`config.mk`:
```
export PLATFORM = sky130hd
export DESIGN_NAME = token_rate_limiter
export DESIGN_NICKNAME = d
export VERILOG_FILES = /design/src/rtl/rl_pkg.sv /design/src/rtl/rl_charge_calc.sv /design/src/rtl/rl_token_acct.sv /design/src/rtl/token_rate_limiter.sv
export SDC_FILE = /design/constraint.sdc
export NUM_CORES = 1
export LEC_CHECK = 0
export ABC_AREA = 1
export ABC_CLOCK_PERIOD_IN_PS = 9900
export BUFFER_PORTS_ARGS = -buffer_cell sky130_fd_sc_hd__buf_2
export CAP_MARGIN = 5
export CORE_UTILIZATION = 28
export DETAILED_ROUTE_END_ITERATION = 6
export PLACE_DENSITY = 0.48
export SYNTH_ARGS = -nofsm -noshare
export SYNTH_HDL_FRONTEND = slang
export SYNTH_HIERARCHICAL = 1
export SYNTH_SLANG_ARGS = --single-unit
```
`constraint.sdc`:
```
create_clock -name clk -period 9.9 [get_ports clk]
set_input_delay 0.99 -clock clk [delete_from_list [all_inputs] [get_ports clk]]
set_output_delay 0.99 -clock clk [all_outputs]
set_load 0.05 [all_outputs]
```
`src/rtl/rl_pkg.sv`:
```
// Shared constants for the token rate limiter.
// Assumes: the refill step and the 1/256 cost scale are fixed by the
// software that computes the settings.
package rl_pkg;
    localparam int REFILL_PER_CLK = 16;
    localparam int COST_SHIFT     = 8;
endpackage

```
`src/rtl/rl_charge_calc.sv`:
```
// Computes the token charge of one packet: scaled packet cost plus
// word cost times word count.
// Assumes: CHG_W is wide enough to hold the sum without overflow.
module rl_charge_calc
    import rl_pkg::*;
#(
    parameter int PKT_W  = 16,
    parameter int WORD_W = 16,
    parameter int CNT_W  = 12,
    parameter int CHG_W  = 29
) (
    input  logic [PKT_W-1:0]  pkt_cost,
    input  logic [WORD_W-1:0] word_cost,
    input  logic [CNT_W-1:0]  words,
    output logic [CHG_W-1:0]  charge
);
    logic [CHG_W-1:0] pkt_part;
    logic [CHG_W-1:0] word_part;

    // Scale the packet cost, multiply out the word cost and add them.
    always_comb begin
        pkt_part  = CHG_W'(pkt_cost) << COST_SHIFT;
        word_part = CHG_W'(word_cost) * CHG_W'(words);
        charge    = pkt_part + word_part;
    end
endmodule

```
`src/rtl/rl_token_acct.sv`:
```
// Signed token balance: refills every clock, is charged on an allowed
// packet, saturates at the scaled burst limit, and is held at zero
// when the limit is zero.
// Assumes: ACC_W exceeds both CAP_W and CHG_W by at least one bit, so
// the zero-extended operands stay positive.
module rl_token_acct
    import rl_pkg::*;
#(
    parameter int CAP_W = 24,
    parameter int CHG_W = 29,
    parameter int ACC_W = 31
) (
    input  logic             clk,
    input  logic             rst_n,
    input  logic [CAP_W-1:0] cap,
    input  logic [CHG_W-1:0] charge,
    input  logic             charge_en,
    output logic             acct_neg,
    output logic             limit_off
);
    logic signed [ACC_W-1:0] acct_q;
    logic signed [ACC_W-1:0] cap_s;
    logic signed [ACC_W-1:0] chg_full_s;
    logic signed [ACC_W-1:0] chg_s;
    logic signed [ACC_W-1:0] refill_s;
    logic signed [ACC_W-1:0] sum_s;
    logic signed [ACC_W-1:0] next_s;

    // Widen the operands and form the saturated next balance.
    always_comb begin
        cap_s      = $signed({{(ACC_W-CAP_W){1'b0}}, cap});
        chg_full_s = $signed({{(ACC_W-CHG_W){1'b0}}, charge});
        chg_s      = charge_en ? chg_full_s : '0;
        refill_s   = $signed(ACC_W'(REFILL_PER_CLK));
        sum_s      = acct_q + refill_s - chg_s;
        limit_off  = (cap == '0);
        next_s     = limit_off ? '0 : ((sum_s > cap_s) ? cap_s : sum_s);
        acct_neg   = acct_q[ACC_W-1];
    end

    // Balance register: reset loads the full burst allowance.
    always_ff @(posedge clk) begin
        if (!rst_n) acct_q <= cap_s;
        else        acct_q <= next_s;
    end

    assert_charge_R3: assert property (@(posedge clk) disable iff (!rst_n)
        ($past(charge_en) && !$past(limit_off) &&
         ($past(acct_q) + $past(refill_s) - $past(chg_full_s) <= $past(cap_s)))
        |-> (acct_q == $past(acct_q) + $past(refill_s) - $past(chg_full_s)));

    assert_refill_R4: assert property (@(posedge clk) disable iff (!rst_n)
        (!$past(charge_en) && !$past(limit_off) &&
         ($past(acct_q) + $past(refill_s) <= $past(cap_s)))
        |-> (acct_q == $past(acct_q) + $past(refill_s)));

    assert_ceiling_R5: assert property (@(posedge clk) disable iff (!rst_n)
        $stable(cap_s) |-> (acct_q <= cap_s));

    assert_zero_hold_R8: assert property (@(posedge clk) disable iff (!rst_n)
        $past(limit_off) |-> (acct_q == '0));
endmodule

```
`src/rtl/token_rate_limiter.sv`:
```
// Per-port token rate limiter: answers a start-of-packet request with
// allow or stall in the same cycle and charges allowed packets.
// Assumes: the requester holds req_valid and req_words stable until
// allow is seen; a packet is taken on the edge where allow is high.
module token_rate_limiter
    import rl_pkg::*;
#(
    parameter int PKT_W  = 16,
    parameter int WORD_W = 16,
    parameter int LIM_W  = 16,
    parameter int CNT_W  = 12
) (
    input  logic              clk,
    input  logic              rst_n,
    input  logic [PKT_W-1:0]  cfg_pkt_cost,
    input  logic [WORD_W-1:0] cfg_word_cost,
    input  logic [LIM_W-1:0]  cfg_burst,
    input  logic              req_valid,
    input  logic [CNT_W-1:0]  req_words,
    output logic              allow,
    output logic              stall
);
    localparam int PKT_SPAN  = PKT_W + COST_SHIFT;
    localparam int WORD_SPAN = WORD_W + CNT_W;
    localparam int CHG_W     = ((PKT_SPAN > WORD_SPAN) ? PKT_SPAN : WORD_SPAN) + 1;
    localparam int CAP_W     = LIM_W + COST_SHIFT;
    localparam int ACC_W     = ((CHG_W > CAP_W) ? CHG_W : CAP_W) + 2;

    logic [CHG_W-1:0] charge;
    logic [CAP_W-1:0] cap;
    logic             acct_neg;
    logic             limit_off;

    rl_charge_calc #(
        .PKT_W (PKT_W),
        .WORD_W(WORD_W),
        .CNT_W (CNT_W),
        .CHG_W (CHG_W)
    ) u_charge (
        .pkt_cost (cfg_pkt_cost),
        .word_cost(cfg_word_cost),
        .words    (req_words),
        .charge   (charge)
    );

    rl_token_acct #(
        .CAP_W(CAP_W),
        .CHG_W(CHG_W),
        .ACC_W(ACC_W)
    ) u_acct (
        .clk      (clk),
        .rst_n    (rst_n),
        .cap      (cap),
        .charge   (charge),
        .charge_en(allow),
        .acct_neg (acct_neg),
        .limit_off(limit_off)
    );

    // Scale the burst limit and decide the verdict for this cycle.
    always_comb begin
        cap   = {cfg_burst, {COST_SHIFT{1'b0}}};
        allow = req_valid & (limit_off | ~acct_neg);
        stall = req_valid & ~allow;
    end

    assert_verdict_R2: assert property (@(posedge clk) disable iff (!rst_n)
        req_valid |-> ($countones({allow, stall}) == 1));

    assert_quiet_R2: assert property (@(posedge clk) disable iff (!rst_n)
        !req_valid |-> (!allow && !stall));
endmodule

```
# After elaboration in Yosys (flattened, before gate mapping)
# Cells that the tools add are included.
[totals]
regBits = 31
in_bits = 63
elab_cells = 19
[classes]
n_addsub = 3
multipliers = 1
n_lt_le_gt_ge = 1
n_mux = 4
bitwise_logic = 6
n_reduce_logical = 2
[op_table]
columns = ["op", "n"]
rows = [
  ["24-bit 2-to-1 mux", 3],
  ["31-bit by 6-bit adder with 31-bit output, second input constant", 1],
  ["31-bit by 25-bit greater-than comparator with 1-bit output", 1],
  ["31-bit by 30-bit subtractor with 31-bit output", 1],
  ["24-bit by 28-bit adder with 29-bit output", 1],
  ["29-bit 2-to-1 mux", 1],
  ["16-bit by 12-bit multiplier with 28-bit output", 1],
  ["24-bit zero test", 1],
  ["1-bit inverter", 3],
  ["3-bit OR reduction", 1],
  ["1-bit AND", 2],
  ["1-bit OR", 1],
]

# Logic depth before layout (Yosys ltp)
# Gate-level depths: netlist of the first run.
[depth]
depth_word = 9
ltp_mapped = 50

# Hierarchy
# The synthesis of the first run kept the hierarchy.
[modules_own_cells]
columns = ["module", "n_inst", "cells_each", "area_per_inst_um2", "seq_area_each_um2"]
rows = [
  ["rl_charge_calc", 1, 1090, 7410.9, 0.0],
  ["rl_token_acct", 1, 780, 4644.5, 620.6],
  ["token_rate_limiter", 1, 6, 26.3, 0.0],
]

# Worst setup path after synthesis of the first run
# Ideal clock, no wire load.
[synth_path]
kind = "input port to flip-flop"
from = "in req_words[8]"
to = "reg u_acct.acct_q[11]"
setup_time_ps = 113
arrival_ps = 8123
required_time_ps = 9787
setup_slack_ps = 1664
stages = 43
path_buffers = 3
cell_sequence = "clkbuf_1 -> clkbuf_1 -> nand2_1 -> fa_1 -> inv_1 -> fa_1 -> fa_1 -> fa_1 -> inv_1 -> fa_1 -> inv_1 -> ha_1 -> nand2_1 -> nor2_2 -> nand3_1 -> nand3_1 -> xor2_1 -> nand2_1 -> [7 not listed] -> nand2_1 -> a31oi_1 -> o21bai_1 -> xnor2_1 -> inv_1 -> ha_1 -> nand4_1 -> nor3_1 -> nand2_1 -> nor2_1 -> nand3_1 -> nor2_1 -> nand3_4 -> nand3_4 -> buf_6 -> nand2_1 -> nand3_1 -> nand2_1"
[synth_via]
elab_chain_cells = 8
[synth_lines]
columns = ["element", "line_no", "source"]
rows = [
  ["start: declaration", "token_rate_limiter.sv:19", "input logic [CNT_W-1:0] req_words,"],
  ["16-bit by 12-bit multiplier with 28-bit output", "rl_charge_calc.sv:23", "word_part = CHG_W'(word_cost) * CHG_W'(words);"],
  ["24-bit by 28-bit adder with 29-bit output", "rl_charge_calc.sv:24", "charge = pkt_part + word_part;"],
  ["via charge[14]", "token_rate_limiter.sv:29", "logic [CHG_W-1:0] charge;"],
  ["29-bit 2-to-1 mux", "rl_token_acct.sv:33", "chg_s = charge_en ? chg_full_s : '0;"],
  ["31-bit by 30-bit subtractor with 31-bit output", "rl_token_acct.sv:35", "sum_s = acct_q + refill_s - chg_s;"],
  ["31-bit by 25-bit greater-than comparator with 1-bit output", "rl_token_acct.sv:37", "next_s = limit_off ? '0 : ((sum_s > cap_s) ? cap_s : sum_s);"],
  ["24-bit 2-to-1 mux (2 in a row)", "rl_token_acct.sv:37", ""],
  ["24-bit 2-to-1 mux", "rl_token_acct.sv:43", "if (!rst_n) acct_q <= cap_s;"],
  ["end signal: assignment", "rl_token_acct.sv:43", ""],
  ["end signal: assignment", "rl_token_acct.sv:44", "else acct_q <= next_s;"],
  ["end: declaration", "rl_token_acct.sv:21", "logic signed [ACC_W-1:0] acct_q;"],
]
# The timed path passes the listed nets, and every way through them passes these cells.
# A chain may end at the register's enable or synchronous reset.

# Final worst setup path of the first run
[layout_path]
from = "in req_words[8]"
to = "reg u_acct.acct_q[3]"
[layout_via]
elab_chain_cells = 6
[layout_lines]
columns = ["element", "line_no"]
rows = [
  ["16-bit by 12-bit multiplier with 28-bit output", "rl_charge_calc.sv:23"],
  ["24-bit by 28-bit adder with 29-bit output", "rl_charge_calc.sv:24"],
  ["via charge[14]", "token_rate_limiter.sv:29"],
  ["29-bit 2-to-1 mux", "rl_token_acct.sv:33"],
  ["31-bit by 30-bit subtractor with 31-bit output", "rl_token_acct.sv:35"],
  ["31-bit by 25-bit greater-than comparator with 1-bit output", "rl_token_acct.sv:37"],
  ["3-bit OR reduction (no line)", "--"],
]
# The timed path passes the listed nets, and every way through them passes these cells.

==> flow_summary.toml, run 1 <==
[outcome]
result_of_the_run = "finished clean"

[timing]
worst_pin_slew_ps = 855
skew_ps = 7.25
period_needed_ps = 9030
count_of_pins_over_their_slew_limit = 0
fin_tns_setup_ps = 0
finalSetupViolCount = 0
rsz0062_at_grt = "no"
final-hold-violation-count = 0
final_min_period_over_clock_period_pct = 91.2
max_freq_mhz = 111
slew-limit-headroom_pct = 42.6

[clocking]
postCtsResizedCells = 0
ctsLongestPathBuffers = 2
post_cts.repair.setup_buffers = 0
tritoncts = "yes"
cts.clk_slew.worst_paths_ps = 60
clock-root-buffer = "sky130_fd_sc_hd__clkbuf_16"
cts_inserted_buffers = 5
postCtsHoldBufs = 0
cts-htree-levels = 2
cts.sink_count = 31
clock_latency_ps = 280

[finish]
antenna_cells_inserted = 0
fillerInstances = 4727
final_cell_mix = "654 x sky130_fd_sc_hd__nand2_1, 513 x sky130_fd_sc_hd__inv_1, 159 x sky130_fd_sc_hd__fa_1"
drive_above_1_share_pct = 5.38
syn_to_final_growth_pct = 8.27
max_flop_register = "u_acct/acct_q"
mostFrequentLayoutCell = "sky130_fd_sc_hd__nand2_1"
reg.largest.list = "u_acct/acct_q x31"
design_area_um2 = 13100
layout.nets = 2287
largest_register_ffs = 31

[flow_run]
max-cap-violations = 0

[grt]
grt_overflow = 0
global_route.usage.total_pct = 16.3
grt_start_max_net_pins = 30
grt_first_pass_wirelength_um = 57100
first_global_vias = 11064
met1_track_usage_gr_pct = 23.3
grt_util_met3_pct = 0.898
globalRoute.busiestLayer = "met2"
global_route.usage.met2_pct = 27.2
antenna_found_initial = 0

[synth]
synth_flop_cell = "sky130_fd_sc_hd__dfxtp_1"
yosys_warnings = 6
post_synth_arst_share_pct = 0
synth.yosys.seq_area_share_pct = 5.14
synth_register_bits = 31
synth_largest_type_area_fraction_pct = 26.3
synth_enable_flop_cells = 0
synthesis.instances = 1876
synth_top_cell_by_area = "sky130_fd_sc_hd__fa_1"
synth_area_leaders = "sky130_fd_sc_hd__fa_1 26%, sky130_fd_sc_hd__nand2_1 20%, sky130_fd_sc_hd__inv_1 16%"
post_synth_num_cell_types = 37
synthesis.area_per_instance_um2 = 6.44
netlist_area_before_placement_um2 = 12100

[floorplanning]
core-area_um2 = 42200
design.portCount = 65
design.die.area_um2 = 44000
fp.dieH_um = 210
effective_utilization_at_floorplan_pct = 28.6
dieWidth_um = 210
fp-row-count = 75

[setup_path]
setup.worst_path.end_class = "register"
path_class = "input pin to register"
crit_top_cell = "sky130_fd_sc_hd__nand2_1"
critical-path-max-stage-delay_ps = 560
critical_path_arrival_ps = 9190
critical_path_launch_point = "req_words[8]"
regToRegStartpoint = "u_acct/acct_q[30]"
worstPathMaxFanout = 26
worst_setup_path_start_kind = "input pin"
timing.critical_path.slowest_stage_cell = "sky130_fd_sc_hd__fa_1"
worst_ep_required_time_ps = 10060

[routing]
post_drt_wl_per_cell_um = 13.8
drt_wl_total_um = 33800
drt_pass1_iterations = 5
drt_iter0_drc = 474
via_count = 10660
ant_nets = 0
vias_per_cell = 4.35
route.detailed.drc = 0

[placement]
dpl-instance-area_um2 = 12900
numPortBuffers = 64
dp.final_hpwl_um = 28900
globalplace.congestion = 0.878

[hold_path]
min_path_type = "register to register"
hold_path_startpoint = "u_acct/acct_q[0]"
==> cells by family (layout without fill, tap and decap cells) <==
kind of cell	Yosys count	after routing	share of synthesized area [%]
other	1	20	0.0310
buffers and inverters	572	591	18.0
AO/OA/AOI/OAI	60	60	2.67
flip-flops	31	31	5.14
AND/OR/NAND/NOR	868	868	29.7
adder cells (fa/ha/maj)	310	310	42.0
XOR/XNOR	34	34	2.46
==> per-layer routing <==
layer	share of wire, %	vias up
met3	4.4	23
met1	49	4882
met5	0	-
li1	-	5523
met2	45	232
met4	1.1	0
==> through the flow <==
stage               util (%)  instances  hold slack [ps]  setup WS (ps)
finish                  31.0       2453              738            874
global route            31.0       2453              787            376
CTS                     31.0       2453              738            871
detailed placement      30.6       2446              728            636
global placement        30.6       2446              702            646
floorplan                  -       1895              643           1660
==> final timing paths <==
| check | to | slack [ps] | depth (start not counted) |
|---|---|---|---|
| setup / recovery | u_acct/acct_q[3] | 870 | 41 |
| hold / removal | u_acct/acct_q[0] | 740 | 5 |
| setup reg to reg | u_acct/acct_q[3] | 4950 | 25 |
| hold reg to reg | u_acct/acct_q[0] | 740 | 5 |
==> cell usage after synthesis (all sizes together), types with 7 or more instances <==
master / n
clkbuf: 45
buf: 9
nand4: 39
ha: 151
nor2: 84
a21oi: 45
nand3: 74
inv: 516
nand2: 658
fa: 159
xnor2: 7
xor2: 27
dfxtp: 31
==> cell type report <==
class | count | area, µm² | area share, %
Clock buffer | 6 | 139 | 1.06
Clock inverter | 1 | 5.00 | 0.0383
Inverter | 517 | 1940 | 14.8
Multi-Input combinational cell | 1292 | 9360 | 71.5
Sequential cell | 31 | 621 | 4.74
Tap cell | 539 | 674 | 5.16
Timing Repair Buffer | 67 | 343 | 2.62
==> worst max-delay path, delay by kind of cell <==
family                     cells  cell delay (ps)
and+or+nand+nor               22             2870
xor gates and xnor gates       2              360
AOI/OAI and AO/OA              2              340
buffers and inverters          6              590
adders and majority gates      9             4000
Power of run 1 is not shown: default switching activity piles up to over one toggle a cycle in this logic, so the estimate is an artifact.
==> run 2, diff against run 1 <==
- PLACE_DENSITY: 0.48 -> default
==> run 2 against run 1 <==
Net effect: final area down 0.16%; die area is the same; sequential cell count is the same; highest routed layer unchanged.
==> flow_summary.toml, run 2 (synthesis results as in run 1) <==
[outcome]
result_of_the_run = "finished clean"

[grt]
global_route.usage.total_pct = 15.5
antenna_found_initial = 0
grt_first_pass_wirelength_um = 55300
grt_start_max_net_pins = 30
first_global_vias = 11035
grt_overflow = 0

[routing]
ant_nets = 0
vias_per_cell = 4.50
via_count = 11025
drt_pass1_iterations = 7
drt_iter0_drc = 662
route.detailed.drc = 0
post_drt_wl_per_cell_um = 13.4
drt_wl_total_um = 32700

[timing]
rsz0062_at_grt = "no"
final-hold-violation-count = 0
fin_tns_setup_ps = 0
count_of_pins_over_their_slew_limit = 0
period_needed_ps = 9310
skew_ps = 5.52
worst_pin_slew_ps = 801
timing.hold.ws_ps = 686
slew-limit-headroom_pct = 46.3
final_min_period_over_clock_period_pct = 94.1
finalSetupViolCount = 0
max_freq_mhz = 107

[clocking]
cts.sink_count = 31
clock_latency_ps = 280
cts_inserted_buffers = 5
tritoncts = "yes"
clock-root-buffer = "sky130_fd_sc_hd__clkbuf_16"
postCtsResizedCells = 0
ctsLongestPathBuffers = 2
post_cts.repair.setup_buffers = 0
cts-htree-levels = 2
cts.clk_slew.worst_paths_ps = 50
postCtsHoldBufs = 0

[setup_path]
setup.worst_path.end_class = "register"
critical_path_arrival_ps = 9520
worst_setup_path_start_kind = "input pin"
path_class = "input pin to register"
timing.critical_path.slowest_stage_cell = "sky130_fd_sc_hd__fa_1"
worstPathMaxFanout = 26
crit_family = "adder cells"
crit_top_cell = "sky130_fd_sc_hd__nand2_1"
worstPathBufferInverterCount = 7
critical-path-max-stage-delay_ps = 540
worst_ep_required_time_ps = 10100

[finish]
design_area_um2 = 13100
largest_register_ffs = 31
mostFrequentLayoutCell = "sky130_fd_sc_hd__nand2_1"
layout.nets = 2285
finish.cell_count_without_fillers = 2452
syn_to_final_growth_pct = 8.10
drive_above_1_share_pct = 5.23
reg.largest.list = "u_acct/acct_q x31"
max_flop_register = "u_acct/acct_q"
antenna_cells_inserted = 0
final_cell_mix = "654 x sky130_fd_sc_hd__nand2_1, 513 x sky130_fd_sc_hd__inv_1, 159 x sky130_fd_sc_hd__fa_1"

[floorplanning]
design.portCount = 65
effective_utilization_at_floorplan_pct = 28.6
design.die.area_um2 = 44000
dieWidth_um = 210
fp.dieH_um = 210
fp-row-count = 75
core-area_um2 = 42200

[flow_run]
max-cap-violations = 0

[placement]
dp.final_hpwl_um = 28000
numPlacedInstances = 2444
globalplace.congestion = 0.952
dpl-instance-area_um2 = 12900
numPortBuffers = 64

[hold_path]
min_path_type = "register to register"
## run 2: changes by cell type in the layout (fill, tap and decap cells not counted)
cell                       delta
sky130_fd_sc_hd__buf_4        -2
sky130_fd_sc_hd__clkbuf_1     +2
sky130_fd_sc_hd__clkbuf_8     -1
## run 2: cell type report
type	instances	area (µm²)
Clock buffer	7	133
Clock inverter	1	5.00
Fill cell	4709	29200
Inverter	517	1940
Multi-Input combinational cell	1292	9360
Sequential cell	31	621
Tap cell	539	674
Timing Repair Buffer	65	328
## run 2: through the flow
step	setup WS, ps	utilization (%)
finish	588	30.9
global route	48.3	30.9
CTS	713	30.9
detailed placement	491	30.6
global placement	596	30.6
floorplan	1660	-
## run 2: metal layers
metal  wire length [µm]  part of all wire [%]  up-vias  track usage, %
li1                   -                     -     5509               -
met1              15900                    49     5152            22.8
met2              14400                    44      344            25.0
met4                300                  0.92        0            2.44
met5                  0                     0        -               0
met3               2100                   6.4       20            1.24
## run 2: final timing paths
kind	from	end	slack [ps]	cells after the start
worst min-delay path	u_acct/acct_q[0]	u_acct/acct_q[0]	690	5
worst min register to register	u_acct/acct_q[0]	u_acct/acct_q[0]	690	5
worst max-delay path	req_words[1]	u_acct/acct_q[29]	590	42
worst max register to register	u_acct/acct_q[30]	u_acct/acct_q[29]	4610	23
## run 2: worst min-delay path, cell delays in order, from the launching register on
cell and delay (ps):
sky130_fd_sc_hd__dfxtp_1 290, sky130_fd_sc_hd__inv_1 50, sky130_fd_sc_hd__ha_1 150, sky130_fd_sc_hd__nand2_1 60, sky130_fd_sc_hd__nand3_1 60, sky130_fd_sc_hd__nand2_1 40
Power of run 2 is left out for the same reason.
==> run 3, diff against run 2 <==
- CORE_ASPECT_RATIO: default -> 0.6
- SLEW_MARGIN: default -> 30
==> run 3 against run 2 <==
Net effect: sequential cell count unchanged; non-clock buffer count increased by 3; final area up 0.61%; first-iteration DRC count rose by 37%; fmax down 0.26%; global-route usage up 0.48 points; utilization increased by 0.18 points; worst hold slack gained 45 ps.
==> flow_summary.toml, run 3 (synthesis results as in run 1) <==
[clocking]
clock_latency_ps = 290
cts.sink_count = 31
post_cts.repair.setup_buffers = 0
ctsLongestPathBuffers = 2
cts-htree-levels = 2
cts.clk_slew.worst_paths_ps = 60
tritoncts = "yes"
postCtsResizedCells = 0
cts_inserted_buffers = 5
clock-root-buffer = "sky130_fd_sc_hd__clkbuf_16"
postCtsHoldBufs = 0

[floorplanning]
core-area_um2 = 42200
fp-row-count = 58
dieWidth_um = 270
design.die.area_um2 = 44000
effective_utilization_at_floorplan_pct = 28.6
fp.dieH_um = 163
design.portCount = 65

[setup_path]
regToRegStartpoint = "u_acct/acct_q[30]"
timing.critical_path.slowest_stage_cell = "sky130_fd_sc_hd__fa_1"
timing.reg2reg.setup_slack_ps = 4590
critical_path_arrival_ps = 9550
setup.worst_path.end_class = "register"
worst_ep_required_time_ps = 10120
worstPathMaxFanout = 26
worstPathBufferInverterCount = 5
r2r_cells = 23
path_class = "input pin to register"
crit_family = "adder cells"
worst_setup_path_start_kind = "input pin"
critical-path-max-stage-delay_ps = 560
r2r_end = "u_acct/acct_q[27]"

[finish]
max_flop_register = "u_acct/acct_q"
drive_above_1_share_pct = 5.43
final_cell_mix = "654 x sky130_fd_sc_hd__nand2_1, 513 x sky130_fd_sc_hd__inv_1, 159 x sky130_fd_sc_hd__fa_1"
mostFrequentLayoutCell = "sky130_fd_sc_hd__nand2_1"
fillerInstances = 4658
antenna_cells_inserted = 0
design_area_um2 = 13100
multi_input_comb_area_um2 = 9360
layout.nets = 2288
register_area_um2 = 621
reg.largest.list = "u_acct/acct_q x31"
largest_register_ffs = 31
syn_to_final_growth_pct = 8.76

[placement]
numPortBuffers = 64
dpl-instance-area_um2 = 13000
dp.final_hpwl_um = 30000
globalplace.congestion = 0.939

[hold_path]
hold_path_depth = 5
min_to = "u_acct/acct_q[0]"
hold_path_startpoint = "u_acct/acct_q[0]"
min_path_type = "register to register"

[timing]
worst_pin_slew_ps = 918
period_needed_ps = 9340
slew-limit-headroom_pct = 38.4
final_min_period_over_clock_period_pct = 94.3
timing.hold.ws_ps = 730
finalSetupViolCount = 0
skew_ps = 3.97
max_freq_mhz = 107
final-hold-violation-count = 0
fin_tns_setup_ps = 0
rsz0062_at_grt = "no"
count_of_pins_over_their_slew_limit = 0

[routing]
ant_nets = 0
via_count = 11010
drt_iter0_drc = 907
drt_pass1_iterations = 7
post_drt_wl_per_cell_um = 13.8
drt_wl_total_um = 34300
vias_per_cell = 4.43
route.detailed.drc = 0

[grt]
grt_first_pass_wirelength_um = 55700
grt_start_max_net_pins = 30
antenna_found_initial = 3
first_global_vias = 10431
grt_overflow = 0
global_route.usage.total_pct = 16.0

[flow_run]
max-cap-violations = 0

[outcome]
result_of_the_run = "finished clean"
[run 3: cell types whose count changed in the layout (fill, tap and decap cells not counted)]
cell / before / now
sky130_fd_sc_hd__buf_4: 1 / 4
sky130_fd_sc_hd__clkbuf_1: 2 / 1
sky130_fd_sc_hd__clkbuf_8: 0 / 2
sky130_fd_sc_hd__clkinv_2: 1 / 0
[run 3: metal layers]
layer	vias up	routed length (µm)	global-route usage, %
met4	0	212	1.67
met5	-	0	0
met3	21	2490	3.23
met1	5115	17900	25.1
li1	5531	-	-
met2	343	13700	22.6
[run 3: cell type report]
class | instances | share of cell area (%)
clock buffers | 8 | 1.19
repair buffers | 68 | 2.67
inverters | 517 | 14.8
flip-flops and latches | 31 | 4.72
well taps | 570 | 5.43
multi-input cells | 1292 | 71.2
[run 3: how the worst max path moves through the flow]
stage                 start           endpoint  slack, ps  cells after the start
6_report       req_words[8]  u_acct/acct_q[27]        560                     38
5_1_grt        req_words[1]  u_acct/acct_q[27]         60                     42
4_1_cts        req_words[8]  u_acct/acct_q[27]        710                     40
3_5_place_dp   req_words[8]  u_acct/acct_q[27]        460                     40
3_3_place_gp   req_words[8]  u_acct/acct_q[28]        460                     40
2_1_floorplan  req_words[8]  u_acct/acct_q[11]       1660                     43
[run 3: stage by stage]
| step | util (%) | instances | worst slack (ps) |
|---|---|---|---|
| global route | 31.1 | 2486 | 62.4 |
| finish | 31.1 | 2486 | 564 |
| global placement | 30.7 | 2478 | 459 |
| floorplan | - | 1895 | 1660 |
| CTS | 31.1 | 2486 | 708 |
| detailed placement | 30.7 | 2478 | 456 |
[run 3: tightest hold or removal path, delay by kind of cell (launching register included)]
family / cells / cell delay, ps
and+or+nand+nor: 3 / 160
DFF: 1 / 300
buffers and inverters: 1 / 50
adders and majority gates: 1 / 170
Power of run 3 is left out for the same reason.
